**src/rtl/pcitp_pkg.sv**
```systemverilog
package pcitp_pkg;

  typedef enum logic [1:0] {
    RSP_ACCEPT = 2'b00,
    RSP_RETRY  = 2'b01,
    RSP_DISC   = 2'b10
  } rsp_e;

  // control byte bits 6..1, listed from bit 6 down to bit 1
  typedef struct packed {
    logic burst_en;    // bit 6
    logic line_rd;     // bit 5
    logic wbuf_en;     // bit 4
    logic retry_busy;  // bit 3
    logic sgl_rd;      // bit 2
    logic sgl_wr;      // bit 1
  } ctrl_t;

  typedef struct packed {
    logic is_rd;
    logic is_wr;
    logic line_cmd;  // read multiple / read line
    logic mwi;       // write and invalidate
  } cls_t;

endpackage

```
**src/rtl/pcitp_ctrl_reg.sv**
```systemverilog
module pcitp_ctrl_reg
  import pcitp_pkg::*;
(
  input  logic        clk,
  input  logic        rst_n,
  input  logic        wr_en,
  input  logic [7:0]  wdata,
  output ctrl_t       ctrl,
  output logic [7:0]  rdata
);

  localparam logic [7:0] LIVE_MASK = 8'h7E;

  logic [7:0] masked;
  ctrl_t      ctrl_d;
  ctrl_t      ctrl_q;

  assign masked = wdata & LIVE_MASK;

  always_comb begin
    ctrl_d = ctrl_q;
    if (wr_en) begin
      ctrl_d = ctrl_t'(masked[6:1]);
    end
  end

  always_ff @(posedge clk or negedge rst_n) begin
    if (!rst_n) begin
      ctrl_q <= '0;
    end else begin
      ctrl_q <= ctrl_d;
    end
  end

  assign ctrl  = ctrl_q;
  assign rdata = {1'b0, ctrl_q, 1'b0};

endmodule

```
**src/rtl/pcitp_cmd_decode.sv**
```systemverilog
module pcitp_cmd_decode
  import pcitp_pkg::*;
(
  input  logic [3:0] cmd,
  output cls_t       cls
);

  always_comb begin
    cls = '0;
    unique case (cmd)
      4'h2, 4'h6, 4'hA: cls.is_rd = 1'b1;
      4'hC, 4'hE: begin
        cls.is_rd    = 1'b1;
        cls.line_cmd = 1'b1;
      end
      4'h3, 4'h7, 4'hB: cls.is_wr = 1'b1;
      4'hF: begin
        cls.is_wr = 1'b1;
        cls.mwi   = 1'b1;
      end
      default: cls = '0;
    endcase
  end

endmodule

```
**src/rtl/pcitp_decide.sv**
```systemverilog
module pcitp_decide
  import pcitp_pkg::*;
#(
  parameter int LINE_WORDS = 8,
  parameter int LEN_W      = $clog2(LINE_WORDS + 1)
)(
  input  ctrl_t             ctrl,
  input  cls_t              cls,
  input  logic              busy,
  output logic              take,
  output rsp_e              code,
  output logic [LEN_W-1:0]  words,
  output logic              post,
  output logic              burst
);

  localparam logic [LEN_W-1:0] ONE_WORD  = LEN_W'(1);
  localparam logic [LEN_W-1:0] LINE_SIZE = LEN_W'(LINE_WORDS);

  logic retry;
  logic disc;

  always_comb begin
    take  = cls.is_rd | cls.is_wr;
    retry = ctrl.retry_busy & busy;
    disc  = (cls.is_rd & ctrl.sgl_rd) | (cls.is_wr & ctrl.sgl_wr);

    code  = RSP_ACCEPT;
    words = '0;
    post  = 1'b0;
    burst = 1'b0;

    if (retry) begin
      code = RSP_RETRY;
    end else begin
      if (disc) begin
        code = RSP_DISC;
      end
      if (cls.is_rd) begin
        words = (ctrl.line_rd | cls.line_cmd) ? LINE_SIZE : ONE_WORD;
      end
      if (cls.is_wr) begin
        post  = ctrl.wbuf_en;
        burst = cls.mwi & ctrl.burst_en;
      end
    end
  end

endmodule

```
**src/rtl/pci_tgt_policy.sv**
```systemverilog
module pci_tgt_policy
  import pcitp_pkg::*;
#(
  parameter int LINE_WORDS = 8,
  parameter int LEN_W      = $clog2(LINE_WORDS + 1)
)(
  input  logic              clk,
  input  logic              rst_n,
  input  logic              cfg_wr,
  input  logic [7:0]        cfg_wdata,
  output logic [7:0]        cfg_rdata,
  input  logic              cyc_valid,
  input  logic [3:0]        cyc_cmd,
  input  logic              mst_wbuf_busy,
  output logic              resp_vld,
  output logic [1:0]        resp_code,
  output logic [LEN_W-1:0]  rd_words,
  output logic              wr_post,
  output logic              lb_burst
);

  ctrl_t             ctrl;
  cls_t              cls;
  logic              take;
  rsp_e              code_n;
  logic [LEN_W-1:0]  words_n;
  logic              post_n;
  logic              burst_n;

  logic              vld_d, vld_q;
  logic              load;
  rsp_e              code_q;
  logic [LEN_W-1:0]  words_q;
  logic              post_q;
  logic              burst_q;

  pcitp_ctrl_reg u_ctrl (
    .clk   (clk),
    .rst_n (rst_n),
    .wr_en (cfg_wr),
    .wdata (cfg_wdata),
    .ctrl  (ctrl),
    .rdata (cfg_rdata)
  );

  pcitp_cmd_decode u_dec (
    .cmd (cyc_cmd),
    .cls (cls)
  );

  pcitp_decide #(
    .LINE_WORDS (LINE_WORDS),
    .LEN_W      (LEN_W)
  ) u_decide (
    .ctrl  (ctrl),
    .cls   (cls),
    .busy  (mst_wbuf_busy),
    .take  (take),
    .code  (code_n),
    .words (words_n),
    .post  (post_n),
    .burst (burst_n)
  );

  always_comb begin
    load  = cyc_valid & take;
    vld_d = load;
  end

  always_ff @(posedge clk or negedge rst_n) begin
    if (!rst_n) begin
      vld_q <= 1'b0;
    end else begin
      vld_q <= vld_d;
    end
  end

  always_ff @(posedge clk or negedge rst_n) begin
    if (!rst_n) begin
      code_q  <= RSP_ACCEPT;
      words_q <= '0;
      post_q  <= 1'b0;
      burst_q <= 1'b0;
    end else if (load) begin
      code_q  <= code_n;
      words_q <= words_n;
      post_q  <= post_n;
      burst_q <= burst_n;
    end
  end

  assign resp_vld  = vld_q;
  assign resp_code = code_q;
  assign rd_words  = words_q;
  assign wr_post   = post_q;
  assign lb_burst  = burst_q;

endmodule

```
**config.mk**
```make
export PLATFORM = sky130hd
export DESIGN_NAME = pci_tgt_policy
export DESIGN_NICKNAME = d
export VERILOG_FILES = /design/src/rtl/pcitp_pkg.sv /design/src/rtl/pcitp_ctrl_reg.sv /design/src/rtl/pcitp_cmd_decode.sv /design/src/rtl/pcitp_decide.sv /design/src/rtl/pci_tgt_policy.sv
export SDC_FILE = /design/constraint.sdc
export NUM_CORES = 1
export LEC_CHECK = 0
export BUFFER_PORTS_ARGS = -buffer_cell sky130_fd_sc_hd__buf_2
export CAP_MARGIN = 30
export CORE_UTILIZATION = 42
export CTS_CLUSTER_DIAMETER = 50
export DETAILED_ROUTE_END_ITERATION = 10
export HOLD_SLACK_MARGIN = 0.06
export PLACE_DENSITY = 0.76
export SYNTH_ARGS = -nofsm -noshare
export SYNTH_HDL_FRONTEND = slang
export SYNTH_SLANG_ARGS = --single-unit
```
**constraint.sdc**
```tcl
create_clock -name clk -period 1.4 [get_ports clk]
set_input_delay 0.28 -clock clk [delete_from_list [all_inputs] [get_ports clk]]
set_output_delay 0.28 -clock clk [all_outputs]
set_load 0.03 [all_outputs]
```
== After elaboration in Yosys (flattened, before gate mapping) ==
Index checks and enable logic that the tools add are counted.
Cells by class
  eq/ne operators: 9
  multiplexer cells: 13
  bitwise logic cells: 8
  reductions and logical operators: 3
Operators by type and width (number)
  $eq 4x4->1 const B: 5
  $mux 4: 3
  $eq 4x2->1 const B: 2
  $eq 4x3->1 const B: 2
  $mux 1: 8
  $and 1x1->1: 5
  $reduce_or 5->1: 1
  $mux 2: 2
  $reduce_or 4->1: 1
  $or 1x1->1: 3
  $reduce_or 2->1: 1
Storage, ports and cells
  register bits: 15
  input port bits: 17
  output and inout bits: 17
  word-level logic and storage cells: 44

== Longest topological paths before layout ==
  word-level depth: 7
  mapped depth: 3
  mapped depth without buffers: 3

== Modules after synthesis ==
From an unflattened synthesis, not the netlist that was laid out.
Second synthesis, totals
  cells, all modules: 61
  area, all modules: 804.5 um^2
By module, submodules not included
  pci_tgt_policy: instances 1, cells an instance 19, area an instance 360.3 um^2, seq. area each 225.2 um^2
  pcitp_ctrl_reg: instances 1, cells an instance 22, area an instance 315.3 um^2, seq. area each 150.1 um^2
  pcitp_decide: instances 1, cells an instance 14, area an instance 90.1 um^2, seq. area each 0.0 um^2
  pcitp_cmd_decode: instances 1, cells an instance 6, area an instance 38.8 um^2, seq. area each 0.0 um^2

== Worst setup path after synthesis ==
Ideal clock, no wire load.
  kind: flip-flop to flip-flop
  start point: register u_ctrl.ctrl_q (netlist bit u_ctrl.ctrl[2])
  end point: register burst_q, in the netlist lb_burst
  library setup time: 0.125 ns
  arrival: 1.108 ns
  required time: 1.275 ns
  slack: 0.167 ns
  stages on the path, launching flop included: 4
  buffers on the path: 0
  clock period less this slack: 1.233 ns
  cells stage by stage: dfrtp_1 nand2_1 and4_4 mux2_4
On the way
  longest elaborated chain between the ends: 2
Ends and longest elaborated chain
  start: declaration: RTL line pcitp_ctrl_reg.sv:16  | ctrl_t ctrl_q;
  start signal: assignment: RTL line pcitp_ctrl_reg.sv:31  | ctrl_q <= ctrl_d;
  $and 1x1->1: RTL line pcitp_decide.sv:25  | retry = ctrl.retry_busy & busy;
  $mux 1: RTL line pcitp_decide.sv:33  | if (retry) begin
  end signal: assignment: RTL line pci_tgt_policy.sv:88  | burst_q <= burst_n;
  end: declaration: RTL line pci_tgt_policy.sv:35  | logic burst_q;
Every way passes these cells.
A chain may end at the register's enable or synchronous reset.

== Final worst setup path ==
  start point: register u_ctrl.ctrl_q (netlist bit u_ctrl.ctrl[4])
  end point: output cfg_rdata[5]
RTL lines
  end: declaration: RTL line pci_tgt_policy.sv:11  | output logic [7:0] cfg_rdata,
No word-level cell between the ends.

==> qor.csv <==
stage,metric,value,unit
critical_path,crit_start,u_ctrl.ctrl[4],
worst_hold_path,worstHoldPathCells,2,
timing,setup_tns,0,ns
synth,yosysWarnings,0,
global_routing,grt_first_pass_wirelength,1770,um
timing,setup_viol,0,
global_routing,grt_max_degree,14,
die,design.die.area,1630,um^2
power,leakagePower,0.418,nW
route,wirelength,1160,um
timing,rsz0062_at_grt,false,
clocking,clk-insertion-delay-late,0.27,ns
clocking,htreeDepth,1,
finish,final_common_cell,buf_2,
die,io_pins,34,
critical_path,critPathKind,reg2out,
die,initial_core_util,0.464,
critical_path,cp_slowest_stage_delay,0.38,ns
synth,synth_edf_count,0,
timing,finalCritPeriodShare,0.816,
die,die_w,40.4,um
route,wl_per_cell,12.4,um
clocking,clk_pin_slew,0.08,ns
die,coreArea,1330,um^2
route,vias_per_cell,4.84,
synth,seq_area_frac_synth,0.525,
synth,synth_top_family_by_area,multiplexers,
critical_path,critPathLaunchType,flop,
critical_path,crit_path_end_kind,primary output,
synth,avgSynthCellArea,12.6,um^2
synth,synth-simple-area-share,0.111,
finish,fin_nets,97,
synth,yosys.cell_types.count,22,
finish,final_cell_mix,"27 x buf_2, 13 x dfrtp_1, 6 x mux2_2",
synth,synth_area_leaders,"dfrtp_1 53%, mux2_2 11%, buf_4 4.8%, a32o_1 3.2%, mux2i_1 3.2%",
power,p_total,0.904,mW
placement,gp_congestion,0.713,
timing,fin_skew,0.00295,ns
flow_run,drv_cap,0,
critical_path,crit_fanout,4,
route,ant_nets,0,
synth,synth-xor-area-share,0,
synth,synthAdderAreaFrac,0,
placement,portBuffers,27,
timing,max_clock_freq,875,MHz
finish,fillCellCount,122,
finish,syn_to_final_growth,27.1,%
worst_hold_path,holdCritStartpoint,cfg_wdata[2],
power,peakVddDrop,576,uV
critical_path,arrival,0.86,ns
critical_path,crit_buf_inv,1,
route,drt-pass1-iter-count,4,
synth,netlist_area,619,um^2
synth,synthCells,49,
synth,synth_top_cell_area_share,0.525,
clocking,cts_tree,built,
critical_path,r2r-start,u_ctrl.ctrl[2],
synth,async_flop_share,1.00,
clocking,cts_buffers,3,
route,drt_iter0_markers,7,
synth,synth-seq-cells,13,
global_routing,overflow,0,
status,status,finished clean,
timing,slew_violations,0,
global_routing,antenna_found_initial,0,
placement,hpwl,904,um
critical_path,reg2regPathDepth,3,
finish,num_antenna_cells,0,
critical_path,worstPathCellList,buf_2,
die,core.rowCount,13,
synth,synth_compound_area_frac,0.113,
synth,muxShareOfSynthArea,0.166,
critical_path,critPathTopFamily,flip-flops,
critical_path,cp_slowest_cell,dfrtp_1,
clocking,root_buffer,clkbuf_4,
timing,finalCriticalPeriod,1.14,ns
worst_hold_path,hold_path.class,in2reg,
finish,drive_gt1_frac,0.532,
critical_path,cp.required,1.12,ns
timing,hold_viol_final,0,
clocking,post_cts_resized,0,
die,die_h,40.4,um
clocking,cts_sinks,13,
critical_path,cp_num_cells,1,
route,via_count,455,
route,drcViolationCount,0,
global_routing,gr-usage-all-layers,0.171,
global_routing,grt_pass1_vias,425,
power,power_density,1150,nW/um^2
synth,ys.flop_type,dfrtp_1,
clocking,cts_buffer_depth,2,
synth,netlist.top_cell.by_area,dfrtp_1,
through the flow:
stage / area (um^2) / utilization / hold slack [ns] / std cells / setup slack (ns)
after floorplan: 631 / - / -0.0156 / 52 / 0.167
after global placement: 751 / 0.563 / 0.178 / 89 / 0.117
after CTS: 787 / 0.590 / 0.235 / 94 / 0.249
final: 787 / 0.590 / 0.241 / 94 / 0.257
after detailed placement: 751 / 0.563 / 0.183 / 89 / 0.112
after global routing: 787 / 0.590 / 0.231 / 94 / 0.211
where the power goes:
part / internal, mW / switching [mW]
sequential: 0.413 / 0.0235
combinational: 0.0867 / 0.154
clock: 0.110 / 0.116
total: 0.610 / 0.294
state kept, by name, indices dropped and copies added (netlist names):
| name | count |
|---|---|
| resp_code | 2 |
| lb_burst | 1 |
| wr_post | 1 |
| resp_vld | 1 |
| u_ctrl.ctrl | 6 |
| rd_words | 2 |
cells in the mapped netlist (2+ instances only):
cell type  instances
dfrtp_1           13
mux2_2             6
buf_4              4
inv_1              4
a32o_1             2
and2_1             2
mux2i_1            2
o2bb2ai_1          2
cell type report:
type                            count  area [um^2]  share of cell area
Timing Repair Buffer               28          145               0.184
Sequential cell                    13          325               0.413
Clock buffer                        4         26.3              0.0334
Multi-Input combinational cell     30          256               0.326
Tap cell                           15         18.8              0.0238
Inverter                            4         15.0              0.0191
repair_timing:
action,in CTS,in global routing
buffers inserted,0,0
hold endpoints to repair,13,0
hold buffers,1,0
metal layers:
layer / routed length (um) / vias to the layer above / global-route usage
met5: 0 / - / 0
met4: 0 / 0 / 0.0750
met3: 71 / 0 / 0.0389
met2: 566 / 24 / 0.290
met1: 524 / 209 / 0.203
li1: - / 222 / -
kinds of logic after synthesis:
| logic type | count (synthesis) |
|---|---|
| DFF | 13 |
| buffers and inverters | 9 |
| AOI/OAI and AO/OA | 7 |
| muxes | 9 |
| other | 1 |
| and+or+nand+nor | 10 |
worst paths after layout:
check | to | slack, ns
setup / recovery | cfg_rdata[5] | 0.26
hold / removal | u_ctrl.ctrl[1] | 0.24
setup reg to reg | lb_burst | 0.33
hold reg to reg | rd_words[0] | 0.50
max in group asynchronous | lb_burst | 0.74
min in group asynchronous | u_ctrl.ctrl[0] | 0.44
Power figures use the tool's default switching activity.
